[config.mk]
export PLATFORM = sky130hd
export DESIGN_NAME = resp_ring_writer
export DESIGN_NICKNAME = d
export VERILOG_FILES = /design/src/rtl/rrw_pkg.sv /design/src/rtl/rrw_entry_fmt.sv /design/src/rtl/rrw_seq.sv /design/src/rtl/rrw_ovr_irq.sv /design/src/rtl/resp_ring_writer.sv
export SDC_FILE = /design/constraint.sdc
export NUM_CORES = 1
export LEC_CHECK = 0
export BUFFER_PORTS_ARGS = -buffer_cell sky130_fd_sc_hd__buf_2
export CORE_MARGIN = 2
export CORE_UTILIZATION = 46
export DETAILED_ROUTE_END_ITERATION = 8
export MAX_ROUTING_LAYER = met4
export PLACE_DENSITY = 0.67
export SYNTH_ARGS = -nofsm -noshare
export SYNTH_HDL_FRONTEND = slang
export SYNTH_SLANG_ARGS = --single-unit
export TNS_END_PERCENT = 100
[constraint.sdc]
create_clock -name clk -period 2.93 [get_ports clk]
set_input_delay 0.879 -clock clk [delete_from_list [all_inputs] [get_ports clk]]
set_output_delay 0.879 -clock clk [all_outputs]
set_load 0.02 [all_outputs]
[src/rtl/rrw_pkg.sv]
package rrw_pkg;
  typedef enum logic [1:0] {
    ST_IDLE = 2'd0,
    ST_LO   = 2'd1,
    ST_HI   = 2'd2
  } rrw_state_e;
endpackage

[src/rtl/rrw_entry_fmt.sv]
module rrw_entry_fmt #(
  parameter int DATA_W    = 32,
  parameter int PTR_W     = 8,
  parameter int CAD_W     = 4,
  parameter int UNSOL_BIT = 4
) (
  input  logic [2*DATA_W-1:0] base,
  input  logic [PTR_W-1:0]    idx,
  input  logic                unsol,
  input  logic [CAD_W-1:0]    cad,
  output logic [2*DATA_W-1:0] ent_addr,
  output logic [DATA_W-1:0]   tag_word
);
  localparam int ADDR_W      = 2 * DATA_W;
  localparam int ENTRY_BYTES = 2 * DATA_W / 8;
  localparam int OFS_SHIFT   = $clog2(ENTRY_BYTES);

  always_comb begin
    ent_addr = base + (ADDR_W'(idx) << OFS_SHIFT);
  end

  always_comb begin
    tag_word                 = '0;
    tag_word[CAD_W-1:0]      = cad;
    tag_word[UNSOL_BIT]      = unsol;
  end
endmodule

[src/rtl/rrw_seq.sv]
module rrw_seq
  import rrw_pkg::*;
#(
  parameter int DATA_W = 32,
  parameter int PTR_W  = 8
) (
  input  logic                clk,
  input  logic                rst,
  input  logic                rsp_valid,
  output logic                rsp_ready,
  input  logic [DATA_W-1:0]   rsp_data,
  input  logic [2*DATA_W-1:0] ent_addr,
  input  logic [DATA_W-1:0]   tag_word,
  output logic [PTR_W-1:0]    nxt_idx,
  output logic                mem_req,
  output logic [2*DATA_W-1:0] mem_addr,
  output logic [DATA_W-1:0]   mem_data,
  input  logic                mem_done,
  input  logic                mem_err,
  input  logic                wp_clr,
  output logic [PTR_W-1:0]    wr_ptr,
  output logic                commit_err
);
  localparam int WORD_BYTES = DATA_W / 8;

  rrw_state_e          state;
  logic [DATA_W-1:0]   tag_q;
  logic [PTR_W-1:0]    np_q;
  logic                err_acc;
  logic                commit;

  assign rsp_ready  = (state == ST_IDLE);
  assign nxt_idx    = wr_ptr + PTR_W'(1);
  assign commit     = (state == ST_HI) && mem_done;
  assign commit_err = commit && (err_acc || mem_err);

  always_ff @(posedge clk) begin
    if (rst) begin
      state    <= ST_IDLE;
      mem_req  <= 1'b0;
      mem_addr <= '0;
      mem_data <= '0;
      tag_q    <= '0;
      np_q     <= '0;
      err_acc  <= 1'b0;
      wr_ptr   <= '0;
    end else begin
      if (wp_clr)      wr_ptr <= '0;
      else if (commit) wr_ptr <= np_q;
      case (state)
        ST_IDLE: if (rsp_valid) begin
          state    <= ST_LO;
          mem_req  <= 1'b1;
          mem_addr <= ent_addr;
          mem_data <= rsp_data;
          tag_q    <= tag_word;
          np_q     <= nxt_idx;
          err_acc  <= 1'b0;
        end
        ST_LO: if (mem_done) begin
          state    <= ST_HI;
          mem_addr <= mem_addr + (2*DATA_W)'(WORD_BYTES);
          mem_data <= tag_q;
          err_acc  <= mem_err;
        end
        ST_HI: if (mem_done) begin
          state   <= ST_IDLE;
          mem_req <= 1'b0;
        end
        default: state <= ST_IDLE;
      endcase
    end
  end

  AST_BUSY_NOT_READY: assert property (@(posedge clk) disable iff (rst)
    mem_req |-> !rsp_ready);
  AST_REQ_HOLD: assert property (@(posedge clk) disable iff (rst)
    (mem_req && !mem_done) |=> (mem_req && $stable(mem_addr) && $stable(mem_data)));
  AST_PTR_STEP: assert property (@(posedge clk) disable iff (rst)
    (commit && !wp_clr) |=> (wr_ptr == $past(wr_ptr) + PTR_W'(1)));
  AST_PTR_CLR: assert property (@(posedge clk) disable iff (rst)
    wp_clr |=> (wr_ptr == '0));
endmodule

[src/rtl/rrw_ovr_irq.sv]
module rrw_ovr_irq (
  input  logic clk,
  input  logic rst,
  input  logic err_set,
  input  logic sts_clr,
  input  logic ie_we,
  input  logic ie_wdata,
  output logic ovr_sts,
  output logic irq
);
  logic ovr_ie;
  logic sts_n;
  logic ie_n;

  always_comb begin
    sts_n = err_set || (ovr_sts && !sts_clr);
    ie_n  = ie_we ? ie_wdata : ovr_ie;
  end

  always_ff @(posedge clk) begin
    if (rst) begin
      ovr_sts <= 1'b0;
      ovr_ie  <= 1'b0;
      irq     <= 1'b0;
    end else begin
      ovr_sts <= sts_n;
      ovr_ie  <= ie_n;
      irq     <= sts_n && ie_n;
    end
  end

  AST_ERR_SETS: assert property (@(posedge clk) disable iff (rst)
    err_set |=> ovr_sts);
  AST_CLR_WORKS: assert property (@(posedge clk) disable iff (rst)
    (sts_clr && !err_set) |=> !ovr_sts);
  AST_IRQ_GATED: assert property (@(posedge clk) disable iff (rst)
    irq |-> (ovr_sts && ovr_ie));
  AST_IE_OFF: assert property (@(posedge clk) disable iff (rst)
    (ie_we && !ie_wdata) |=> !irq);
endmodule

[src/rtl/resp_ring_writer.sv]
module resp_ring_writer #(
  parameter int DATA_W    = 32,
  parameter int PTR_W     = 8,
  parameter int CAD_W     = 4,
  parameter int UNSOL_BIT = 4
) (
  input  logic                clk,
  input  logic                rst,
  input  logic                rsp_valid,
  output logic                rsp_ready,
  input  logic [DATA_W-1:0]   rsp_data,
  input  logic                rsp_unsol,
  input  logic [CAD_W-1:0]    rsp_cad,
  output logic                mem_req,
  output logic [2*DATA_W-1:0] mem_addr,
  output logic [DATA_W-1:0]   mem_data,
  input  logic                mem_done,
  input  logic                mem_err,
  input  logic                base_lo_we,
  input  logic                base_hi_we,
  input  logic [DATA_W-1:0]   base_wdata,
  input  logic                wp_clr,
  input  logic                sts_clr,
  input  logic                ie_we,
  input  logic                ie_wdata,
  output logic [PTR_W-1:0]    wr_ptr,
  output logic                ovr_sts,
  output logic                irq
);
  localparam int ADDR_W = 2 * DATA_W;

  logic [DATA_W-1:0] base_lo;
  logic [DATA_W-1:0] base_hi;
  logic [ADDR_W-1:0] ent_addr;
  logic [DATA_W-1:0] tag_word;
  logic [PTR_W-1:0]  nxt_idx;
  logic              commit_err;

  always_ff @(posedge clk) begin
    if (rst) begin
      base_lo <= '0;
      base_hi <= '0;
    end else begin
      if (base_lo_we) base_lo <= base_wdata;
      if (base_hi_we) base_hi <= base_wdata;
    end
  end

  rrw_entry_fmt #(.DATA_W(DATA_W), .PTR_W(PTR_W), .CAD_W(CAD_W), .UNSOL_BIT(UNSOL_BIT)) u_fmt (
    .base     ({base_hi, base_lo}),
    .idx      (nxt_idx),
    .unsol    (rsp_unsol),
    .cad      (rsp_cad),
    .ent_addr (ent_addr),
    .tag_word (tag_word)
  );

  rrw_seq #(.DATA_W(DATA_W), .PTR_W(PTR_W)) u_seq (
    .clk        (clk),
    .rst        (rst),
    .rsp_valid  (rsp_valid),
    .rsp_ready  (rsp_ready),
    .rsp_data   (rsp_data),
    .ent_addr   (ent_addr),
    .tag_word   (tag_word),
    .nxt_idx    (nxt_idx),
    .mem_req    (mem_req),
    .mem_addr   (mem_addr),
    .mem_data   (mem_data),
    .mem_done   (mem_done),
    .mem_err    (mem_err),
    .wp_clr     (wp_clr),
    .wr_ptr     (wr_ptr),
    .commit_err (commit_err)
  );

  rrw_ovr_irq u_ovr (
    .clk      (clk),
    .rst      (rst),
    .err_set  (commit_err),
    .sts_clr  (sts_clr),
    .ie_we    (ie_we),
    .ie_wdata (ie_wdata),
    .ovr_sts  (ovr_sts),
    .irq      (irq)
  );
endmodule

Word-level counts from Yosys, hierarchy flattened
Index checks and enable logic that the tools add are counted.
{"block": "totals", "wordCells": 53, "output_inout_bits": 108, "regBits": 188, "in_bits": 80}
{"block": "op_classes", "n_eq_ne": 5, "muxes": 17, "addsub": 3, "n_reduce_logical": 15}
{"op": "$mux W64", "n": 2}
{"op": "$pmux W64 S2", "n": 1}
{"op": "$add A64 B11 Y64", "n": 1}
{"op": "$add A64 B3 Y64 const B", "n": 1}
{"op": "$mux W32", "n": 2}
{"op": "$pmux W32 S2", "n": 1}
{"op": "$reduce_and A3 Y1", "n": 3}
{"op": "$add A8 B1 Y8 const B", "n": 1}
{"op": "$mux W2", "n": 3}
{"op": "$ne A2 B2 Y1 const B", "n": 3}
{"op": "$pmux W2 S3", "n": 1}
{"op": "$mux W1", "n": 5}
{"op": "$logic_and A1 B1 Y1", "n": 4}
{"op": "$pmux W1 S2", "n": 2}
{"op": "$reduce_bool A2 Y1", "n": 2}
{"op": "$eq A2 B1 Y1 const B", "n": 1}
{"op": "$eq A2 B2 Y1 const B", "n": 1}
{"op": "$logic_not A2 Y1", "n": 1}
{"op": "$logic_or A1 B1 Y1", "n": 2}
{"op": "$reduce_and A2 Y1", "n": 1}
{"op": "$reduce_or A2 Y1", "n": 1}
{"op": "$logic_not A1 Y1", "n": 1}

Longest topological paths before layout
Gate-level depths: netlist (run 1).
{"block": "depth", "depth_word": 5, "ltp_mapped": 14, "mapped_depth_nobuf": 11}

By module
Synthesis (run 1) repeated with hierarchy kept, for this count alone.
{"block": "hier_totals", "hier_cells": 1471, "hier_area_um2": 11721.2}
{"mod": "rrw_seq", "seq_area_each_um2": 2962.8, "area_per_inst_um2": 7444.6, "cells_per_inst": 993, "n_inst": 1}
{"mod": "resp_ring_writer", "seq_area_each_um2": 1281.2, "area_per_inst_um2": 2339.7, "cells_per_inst": 207, "n_inst": 1}
{"mod": "rrw_entry_fmt", "seq_area_each_um2": 0.0, "area_per_inst_um2": 1835.5, "cells_per_inst": 262, "n_inst": 1}
{"mod": "rrw_ovr_irq", "seq_area_each_um2": 60.1, "area_per_inst_um2": 101.3, "cells_per_inst": 9, "n_inst": 1}

Worst setup path before layout (run 1)
Ideal clock, no wire load.
{"block": "synth_path", "path_kind": "register to register", "start": "register u_seq.wr_ptr[0]", "end": "register u_seq.mem_addr[46]", "required_ns": 2.870, "arrival_ns": 2.984, "stages_incl_launch_ff": 15, "setup_slack_ns": -0.114, "path_cell_list": "dfxtp_1 -> and3_1 -> nand3_1 -> nor2_1 -> xor2_1 -> ha_1 -> clkbuf_2 -> a21o_1 -> a31o_2 -> nand2b_1 -> clkbuf_1 -> buf_4 -> a211oi_1 -> nor4b_1 -> a221o_1"}
{"block": "synth_via", "elab_chain_len": 4}
{"item": "start, declared", "line_no": "rrw_seq.sv:21", "rtl": "output logic [PTR_W-1:0] wr_ptr,"}
{"item": "start signal, assigned", "line_no": "rrw_seq.sv:49", "rtl": "else if (commit) wr_ptr <= np_q;"}
{"item": "$add A8 B1 Y8", "line_no": "rrw_seq.sv:33", "rtl": "assign nxt_idx = wr_ptr + PTR_W'(1);"}
{"item": "named net nxt_idx[7]", "line_no": "resp_ring_writer.sv:36", "rtl": "logic [PTR_W-1:0] nxt_idx;"}
{"item": "$add A64 B11 Y64", "line_no": "rrw_entry_fmt.sv:19", "rtl": "ent_addr = base + (ADDR_W'(idx) << OFS_SHIFT);"}
{"item": "$mux W64", "line_no": "rrw_seq.sv:51", "rtl": "ST_IDLE: if (rsp_valid) begin"}
{"item": "$pmux W64 S2", "line_no": "rrw_seq.sv:50", "rtl": "case (state)"}
{"item": "end signal, assigned", "line_no": "rrw_seq.sv:54", "rtl": "mem_addr <= ent_addr;"}
{"item": "end signal, assigned", "line_no": "rrw_seq.sv:62", "rtl": "mem_addr <= mem_addr + (2*DATA_W)'(WORD_BYTES);"}
{"item": "end, declared", "line_no": "rrw_seq.sv:16", "rtl": "output logic [2*DATA_W-1:0] mem_addr,"}
The timed path passes the listed nets, and every way through them passes these cells. The select of a mux whose other input is x is not followed.
A chain may end at the register's enable or synchronous reset.

Worst setup path after layout (run 1)
{"block": "layout_path", "start": "register u_seq.wr_ptr[1]", "end": "register u_seq.mem_addr[47]"}
The elaborated chain is that of the path after synthesis.

==> results of run 1 <==
## worst paths after layout
path	endpoint	slack, ns
worst max-delay path	u_seq.mem_addr[47]	0.01
worst min-delay path	u_seq.mem_addr[1]	0.45
worst max register to register	u_seq.mem_addr[47]	0.01
worst min register to register	u_seq.mem_addr[1]	0.45
## logic make-up after synthesis
| group | after synthesis |
|---|---|
| flops | 188 |
| buf+inv | 103 |
| xor+xnor | 33 |
| simple gates | 579 |
| compound gates | 285 |
| fa+ha+maj | 11 |
| mux | 93 |
## repair_timing
action | 4_1_cts | 5_1_grt
endpoints found under the setup margin | 5 | 47
setup buffers | 3 | 6
gates resized for setup | 2 | 45
gates cloned | 0 | 2
pin swaps | 1 | 10
endpoints found under the hold margin | 0 | 0
## through the flow
| step | util (%) | hold slack, ns | setup slack (ns) | TNS [ns] | area, sq um |
|---|---|---|---|---|---|
| floorplan | - | 0.4312 | 0.01468 | 0 | 10510 |
| detailed placement | 53.64 | 0.4454 | -0.02399 | -0.03829 | 12070 |
| finish | 57.60 | 0.4533 | 0.01070 | 0 | 12960 |
| global route | 57.60 | 0.4738 | -0.09666 | -0.6774 | 12960 |
| global placement | 53.64 | 0.4426 | 0.1055 | 0 | 12070 |
| CTS | 56.42 | 0.4562 | 0.003864 | 0 | 12700 |
## critical path, stage by stage (launching register included)
cell and delay, ns:
dfxtp_4 0.37, and3_1 0.17, nand3_2 0.13, nor2_4 0.13, xor2_2 0.24, ha_4 0.27
a21o_1 0.20, nand2b_4 0.19, o211ai_1 0.22, buf_4 0.17, buf_4 0.15, nor4_2 0.05
xnor2_1 0.33, a211oi_1 0.14
## sequential cells by signal, indices dropped and copies added, names as in the netlist
| register | cells |
|---|---|
| u_seq.mem_req | 1 |
| u_seq.err_acc | 1 |
| u_seq.state | 2 |
| base_hi | 32 |
| u_seq.np_q | 8 |
| u_seq.wr_ptr | 8 |
| base_lo | 32 |
| u_ovr.ovr_ie | 1 |
| u_ovr.ovr_sts | 1 |
| u_seq.tag_q | 5 |
| u_seq.mem_data | 32 |
| u_ovr.irq | 1 |
| u_seq.mem_addr | 64 |
## layout make-up
cell class              count  area (sq um)
inverters                  14         52.55
fillers                  2087          9540
flip-flops and latches    188          3771
repair buffers            270          1622
well taps                 285         356.6
multi-input cells        1002          6554
clock inverters            14         176.4
diodes                      2         5.005
clock buffers              17         425.4
## power breakdown
part | switching (uW) | total [uW] | internal, uW
clock | 1160 | 2390 | 1230
sequential | 186 | 2900 | 2710
combinational | 653 | 1050 | 401
total | 2000 | 6340 | 4340
## Yosys cell counts, drive strengths merged, types with 12 or more instances
cell       n
dfxtp    188
mux2i     87
nand4     39
nor4      37
a22oi     29
nor3      37
xnor2     23
inv       13
o31a      13
nand3     60
and3      13
a2111oi   12
a31oi     16
nor2     192
nand2    125
clkbuf    64
buf       25
and2      18
a21oi     66
o21ai     47
a211oi    20
## layer usage
layer	vias up	wire length [um]
li1	5151	-
met1	5082	16300
met2	613	15130
met3	74	3722
met4	0	811
met5	-	0
==> metrics.csv, run 1 <==
metric,value,unit
standard-cell rows,55,
Fin Clk Skew,0.01271,ns
"area leader, netlist",dfxtp_1,
Syn Nets,1383,
Critical Path AT,3.21,ns
DRC viols,0,
initial antenna violation count,2,
share of layout cells above drive strength 1,25.71,%
Worst Setup End Kind,register,
min cycle time layout,2.919,ns
vias in the first global route,9837,
Max Freq,342.5,MHz
synth-to-layout area growth,23.44,%
Hold Crit Start,u_seq.mem_addr[1],
met3 usage in global routing,6.323,%
Post-Synth Adder-Cell Area,1.382,%
synth warn,0,
Worst-Margin Slew,0.7328,ns
WL per Instance,20.07,um
Port Buffers,187,
area of the core,22500,sq um
Post-Synth Simple-Gate Area,28.05,%
post-route clock period utilization,99.63,%
status,completed,
M1 GR Usage,43.02,%
worst vdd ir,0.0003331,V
Placed Cells,1748,
Synth async-reset ratio,0,%
largest cells by area after synthesis,"dfxtp_1 (36%), mux2i_1 (8.3%), nor2_1 (6.8%)",
die area,24050,sq um
Final Non-Filler Cells,1792,
Unique masters post-synth,83,
Die Width,155.1,um
most frequent cells in the layout,"nor2_1 (188), buf_2 (187), dfxtp_1 (184)",
kind of start point of the critical path,register,
most common flop cell mapped by yosys,dfxtp_1,
Critical R2R Launch,u_seq.wr_ptr[1],
Post-DP HPWL,25790,um
TritonCTS clock tree,built,
ANT nets after route,0,
largest family of logic cells by synthesized area,simple AND/OR/NAND/NOR gates,
drt first-iter violations,1118,
PD cells,489.2,nW/um^2
final hold violation count,0,
CTS Hold Bufs,0,
Worst Hold Class,register to register,
Max-slew headroom,50.70,%
number of flops mapped to enable cells by yosys,0,
Final setup viols,0,
Crit Path Max Fanout,6,
xor/xnor share of the synthesized area,2.752,%
Syn Area/Cell,8.128,sq um
Worst-path clk slew,0.08,ns
total power draw,6341,uW
CTS H-Tree Depth,4,
Overflow after GRT,0,
Worst Path Required,3.22,ns
starting density of the core,46.67,%
nets@finish,1584,
Die Ht,155.1,um
"Slew Viols, Final",0,
critical path class,register to register,
post-synth top area share,35.84,%
Clock Sinks,188,
Leak,0.005119,uW
"Clk Latency, worst-skew pair",0.44,ns
drt pass-1 iters,6,
post-synthesis mux area share,8.936,%
first-pass GRT wire length,55740,um
IO Count,188,
CP startpoint,u_seq.wr_ptr[1],
Synth Register Bits,188,
gpl congestion,0.9611,
register area share after synthesis,35.84,%
clk buf depth,2,
Vias,10920,
busiest grt layer,met1,
Mapped Cells,1292,
via/cell ratio,6.094,
GRT Util Overall,30.01,%
Max Cap Viol,0,
compound-cell area share of the yosys netlist,19.09,%
pin count of the biggest net entering global routing,128,
met2 GRT Util,42.94,%
final wirelength,35970,um
clock root cell,clkbuf_16,
Worst Hold Depth,2,
"commonest non-fill, non-tap cell in the layout",nor2_1,
Reg2Reg Depth,13,
Post-Syn Area,10500,sq um
number of CTS-inserted buffers,17,
Power figures use the tool's default switching activity.
==> run 2, diff against run 1 <==
Settings changed: PLACE_DENSITY 0.67 to 0.65.
Clock period 2.93 ns to 3.3 ns, I/O delays scaled along.
==> metrics.csv, run 2 (synthesis gave the netlist of run 1 again) <==
metric,value,unit
CTS H-Tree Depth,4,
RSZ-0062 raised after global routing,false,
PD cells,444.2,nW/um^2
final wirelength,35530,um
status,completed,
Critical Path Most Common Cell,o21ai_0,
pin count of the biggest net entering global routing,106,
clk buf depth,2,
Overflow after GRT,0,
gpl congestion,0.9563,
Reg2Reg Depth,13,
Vias,10720,
ANT nets after route,0,
Critical Path AT,3.41,ns
starting density of the core,46.67,%
CP endpoint,u_seq.mem_addr[63],
Leak,0.004909,uW
Critical Path Stages,13,
Largest register FFs,64,
initial antenna violation count,2,
Worst Path Required,3.60,ns
"Design Area, Final",12460,sq um
Worst-path clk slew,0.08,ns
Max-slew headroom,38.93,%
CTS Hold Bufs,0,
worst vdd ir,0.0003239,V
"commonest non-fill, non-tap cell in the layout",nor2_1,
final hold violation count,0,
GRT Util Overall,30.06,%
"Slowest-stage cell, CP",dfxtp_1,
area occupied by multi-input gates,6347,sq um
Max Freq,321.8,MHz
drt pass-1 iters,5,
IO Count,188,
Final setup viols,0,
clock root cell,clkbuf_16,
FF-to-FF setup slack,0.19,ns
register area,3766,sq um
drt first-iter violations,1005,
first-pass GRT wire length,55160,um
number of CTS-inserted buffers,17,
DRC viols,0,
fin util,55.35,%
Critical R2R Launch,u_seq.wr_ptr[1],
vias in the first global route,9650,
post-route clock period utilization,94.17,%
Crit Path Max Fanout,8,
Worst-Margin Slew,0.9161,ns
nets@finish,1548,
via/cell ratio,6.101,
CP startpoint,u_seq.wr_ptr[1],
die area,24050,sq um
kind of start point of the critical path,register,
standard-cell rows,55,
Worst Setup End Kind,register,
most frequent cells in the layout,"nor2_1 (190), dfxtp_1 (186), buf_2 (186)",
largest reg by FF count,u_seq.mem_addr,
Max Cap Viol,0,
Fin Clk Skew,0.009004,ns
pre-CTS setup slack,0.1937,ns
Top delay family on crit path,compound AO/OA/AOI/OAI gates,
"Slew Viols, Final",0,
setup_tns,0,ns
Fillers,2144,
Die Ht,155.1,um
dpl cell area,11830,sq um
"Clk Latency, worst-skew pair",0.44,ns
crit-path max cell delay,0.39,ns
Port Buffers,187,
Critical R2R Capture,u_seq.mem_addr[63],
critical path class,register to register,
WL per Instance,20.22,um
TritonCTS clock tree,built,
number of buffers and inverters on the critical path,2,
min cycle time layout,3.108,ns
Clock Sinks,188,
share of layout cells above drive strength 1,22.11,%
post-route setup slack,0.1925,ns
area of the core,22500,sq um
Die Width,155.1,um
Post-DP HPWL,25640,um
Worst Hold Class,register to register,
synth-to-layout area growth,18.61,%
worst-path cell chain,"ha_1, nand3_1, nor2_1, xor2_1, ha_2, o21ai_0, a21oi_2, o211ai_1, buf_4, clkdlybuf4s15_2, o31a_1, o21ai_0, a21oi_1",
[run 2: layer usage]
layer	global-route usage [%]	share of wire, %
met5	-	0
met4	8.201	2.2
met3	6.184	9.4
met2	42.10	42
met1	43.74	47
[run 2: layout make-up]
class                           count  area share (%)
Clock inverter                     13          0.9844
Multi-Input combinational cell   1001           50.96
Sequential cell                   188           30.24
Clock buffer                       19           3.636
Tap cell                          285           2.863
Antenna cell                        2         0.04018
Inverter                           14          0.4219
Timing Repair Buffer              235           10.86
[run 2: power by group]
part           switching (uW)  internal, uW  total, uW
sequential                181          2410       2590
combinational             550           330        880
clock                    1020          1040       2060
[run 2: worst min path at each step]
stage / depth (start not counted) / startpoint / end / slack (ns)
final: 2 / base_lo[1] / u_seq.mem_addr[1] / 0.46
after global routing: 2 / base_lo[1] / u_seq.mem_addr[1] / 0.48
after CTS: 2 / u_seq.tag_q[3] / u_seq.tag_q[3] / 0.46
after detailed placement: 2 / base_lo[1] / u_seq.mem_addr[1] / 0.44
after global placement: 2 / u_seq.tag_q[2] / u_seq.tag_q[2] / 0.44
after floorplan: 2 / base_lo[0] / u_seq.mem_addr[0] / 0.43
[run 2: metrics by stage]
stage	hold WS, ns	instances	power [uW]
after floorplan	0.4312	1292	3146
after global placement	0.4429	1719	3495
after detailed placement	0.4438	1719	3506
after CTS	0.4577	1751	5538
after global routing	0.4812	1757	5751
final	0.4562	1757	5533
[run 2: repair_timing]
item,CTS,global route
gates resized for setup,0,6
setup endpoints to repair,0,21
setup buffers,0,3
[run 2: tightest hold or removal path, cell delays in order, from the launching register on]
cell,delay [ns]
dfxtp_1,0.31
nand2_1,0.05
a21oi_1,0.05
==> run 3, diff against run 2 <==
Settings changed: CELL_PAD_IN_SITES_DETAIL_PLACEMENT set to 1, CELL_PAD_IN_SITES_GLOBAL_PLACEMENT set to 1, CORE_UTILIZATION 46 to 42, PLACE_DENSITY 0.65 to 0.78.
==> metrics.csv, run 3 (synthesis gave the netlist of run 1 again) <==
metric,value,unit
area of the core,24460,sq um
Critical Path AT,3.44,ns
Worst Setup End Kind,register,
CP startpoint,u_seq.wr_ptr[0],
Max Freq,319.2,MHz
share of layout cells above drive strength 1,21.80,%
most frequent cells in the layout,"nor2_1 (190), dfxtp_1 (188), buf_2 (186)",
Worst Hold Class,register to register,
Leak,0.004889,uW
synth-to-layout area growth,19.37,%
Worst-Margin Slew,0.9864,ns
largest reg by FF count,u_seq.mem_addr,
busiest grt layer,met2,
pre-CTS setup slack,0.1343,ns
pin count of the biggest net entering global routing,109,
Critical R2R Capture,u_seq.mem_addr[47],
TritonCTS clock tree,built,
critical path class,register to register,
CTS H-Tree Depth,4,
status,completed,
Port Buffers,187,
"commonest non-fill, non-tap cell in the layout",nor2_1,
Crit Path Max Fanout,11,
M1 GR Usage,41.87,%
post-route setup slack,0.1669,ns
Final Non-Filler Cells,1783,
PD cells,457.0,nW/um^2
Worst Hold Depth,2,
clock root cell,clkbuf_16,
Antenna Cells,0,
Die Width,162.1,um
starting density of the core,42.93,%
Post-DP HPWL,28470,um
Worst Path Required,3.61,ns
post-CTS setup buffers,0,
CP endpoint,u_seq.mem_addr[47],
GRT Util Overall,30.27,%
Clock Sinks,188,
"Clk Latency, worst-skew pair",0.45,ns
Overflow after GRT,0,
first-pass GRT wire length,60650,um
met2 GRT Util,45.51,%
clk buf depth,2,
drt first-iter violations,895,
number of CTS-inserted buffers,17,
"Design Area, Final",12540,sq um
Critical R2R Launch,u_seq.wr_ptr[0],
Fin Clk Skew,0.01921,ns
Placed Cells,1751,
WL per Instance,22.08,um
post-route clock period utilization,94.94,%
standard-cell rows,57,
vias in the first global route,10690,
die area,26280,sq um
via/cell ratio,6.134,
hold slack,0.4583,ns
drt pass-1 iters,8,
DRC viols,0,
ANT nets after route,0,
kind of start point of the critical path,register,
Largest register FFs,64,
FF-to-FF setup slack,0.17,ns
Worst-path clk slew,0.09,ns
nets@finish,1537,
"Slew Viols, Final",0,
RSZ-0062 raised after global routing,false,
initial antenna violation count,0,
worst vdd ir,0.0003023,V
dpl cell area,11850,sq um
Reg2Reg Depth,12,
min cycle time layout,3.133,ns
Vias,10940,
Die Ht,162.1,um
post_cts resized,0,
Max Cap Viol,0,
IO Count,188,
Max-slew headroom,34.24,%
Fillers,3031,
gpl congestion,0.9492,
final hold violation count,0,
met3 usage in global routing,5.107,%
Final setup viols,0,
CTS Hold Bufs,0,
final wirelength,39370,um
setup_tns,0,ns
[run 3: critical path, cell delays in order, from the launching register on]
cell	delay, ns
dfxtp_1	0.43
and3_1	0.18
nand3_1	0.11
nor2_1	0.20
xor2_2	0.23
ha_2	0.36
a21o_1	0.23
nand2b_1	0.23
o211ai_1	0.21
buf_4	0.24
nor4_2	0.06
xnor2_1	0.36
a211oi_1	0.13
[run 3: where the power goes]
group | internal (uW) | switching (uW) | total (uW)
registers | 2410 | 189 | 2600
logic | 330 | 579 | 908
clock network | 1120 | 1110 | 2220
total | 3850 | 1880 | 5730
[run 3: worst min path at each step]
stage | start | to | slack [ns]
floorplan | base_lo[0] | u_seq.mem_addr[0] | 0.43
global placement | u_seq.tag_q[1] | u_seq.tag_q[1] | 0.44
detailed placement | u_seq.err_acc | u_seq.err_acc | 0.45
CTS | u_seq.tag_q[2] | u_seq.tag_q[2] | 0.46
global route | u_seq.tag_q[2] | u_seq.tag_q[2] | 0.48
finish | base_lo[1] | u_seq.mem_addr[1] | 0.46
[run 3: area by class of cell]
class,instances,area [sq um],area share [%]
Sequential cell,188,3764,30.02
Multi-Input combinational cell,1001,6385,50.93
Clock buffer,17,425.4,3.394
Inverter,14,52.55,0.4192
Clock inverter,15,212.7,1.697
Timing Repair Buffer,224,1291,10.30
Tap cell,324,405.4,3.234
[run 3: through the flow]
step,power [uW],utilization (%)
floorplan,3146,-
detailed placement,3534,48.45
global placement,3507,48.45
finish,5729,51.25
global route,5945,51.25
CTS,5735,51.06
[run 3: routing by layer]
metal | part of all wire, % | vias up | wire [um]
li1 | - | 5068 | -
met5 | 0 | - | 0
met4 | 2.3 | 0 | 918
met2 | 44 | 430 | 17340
met1 | 47 | 5374 | 18510
met3 | 6.6 | 65 | 2594
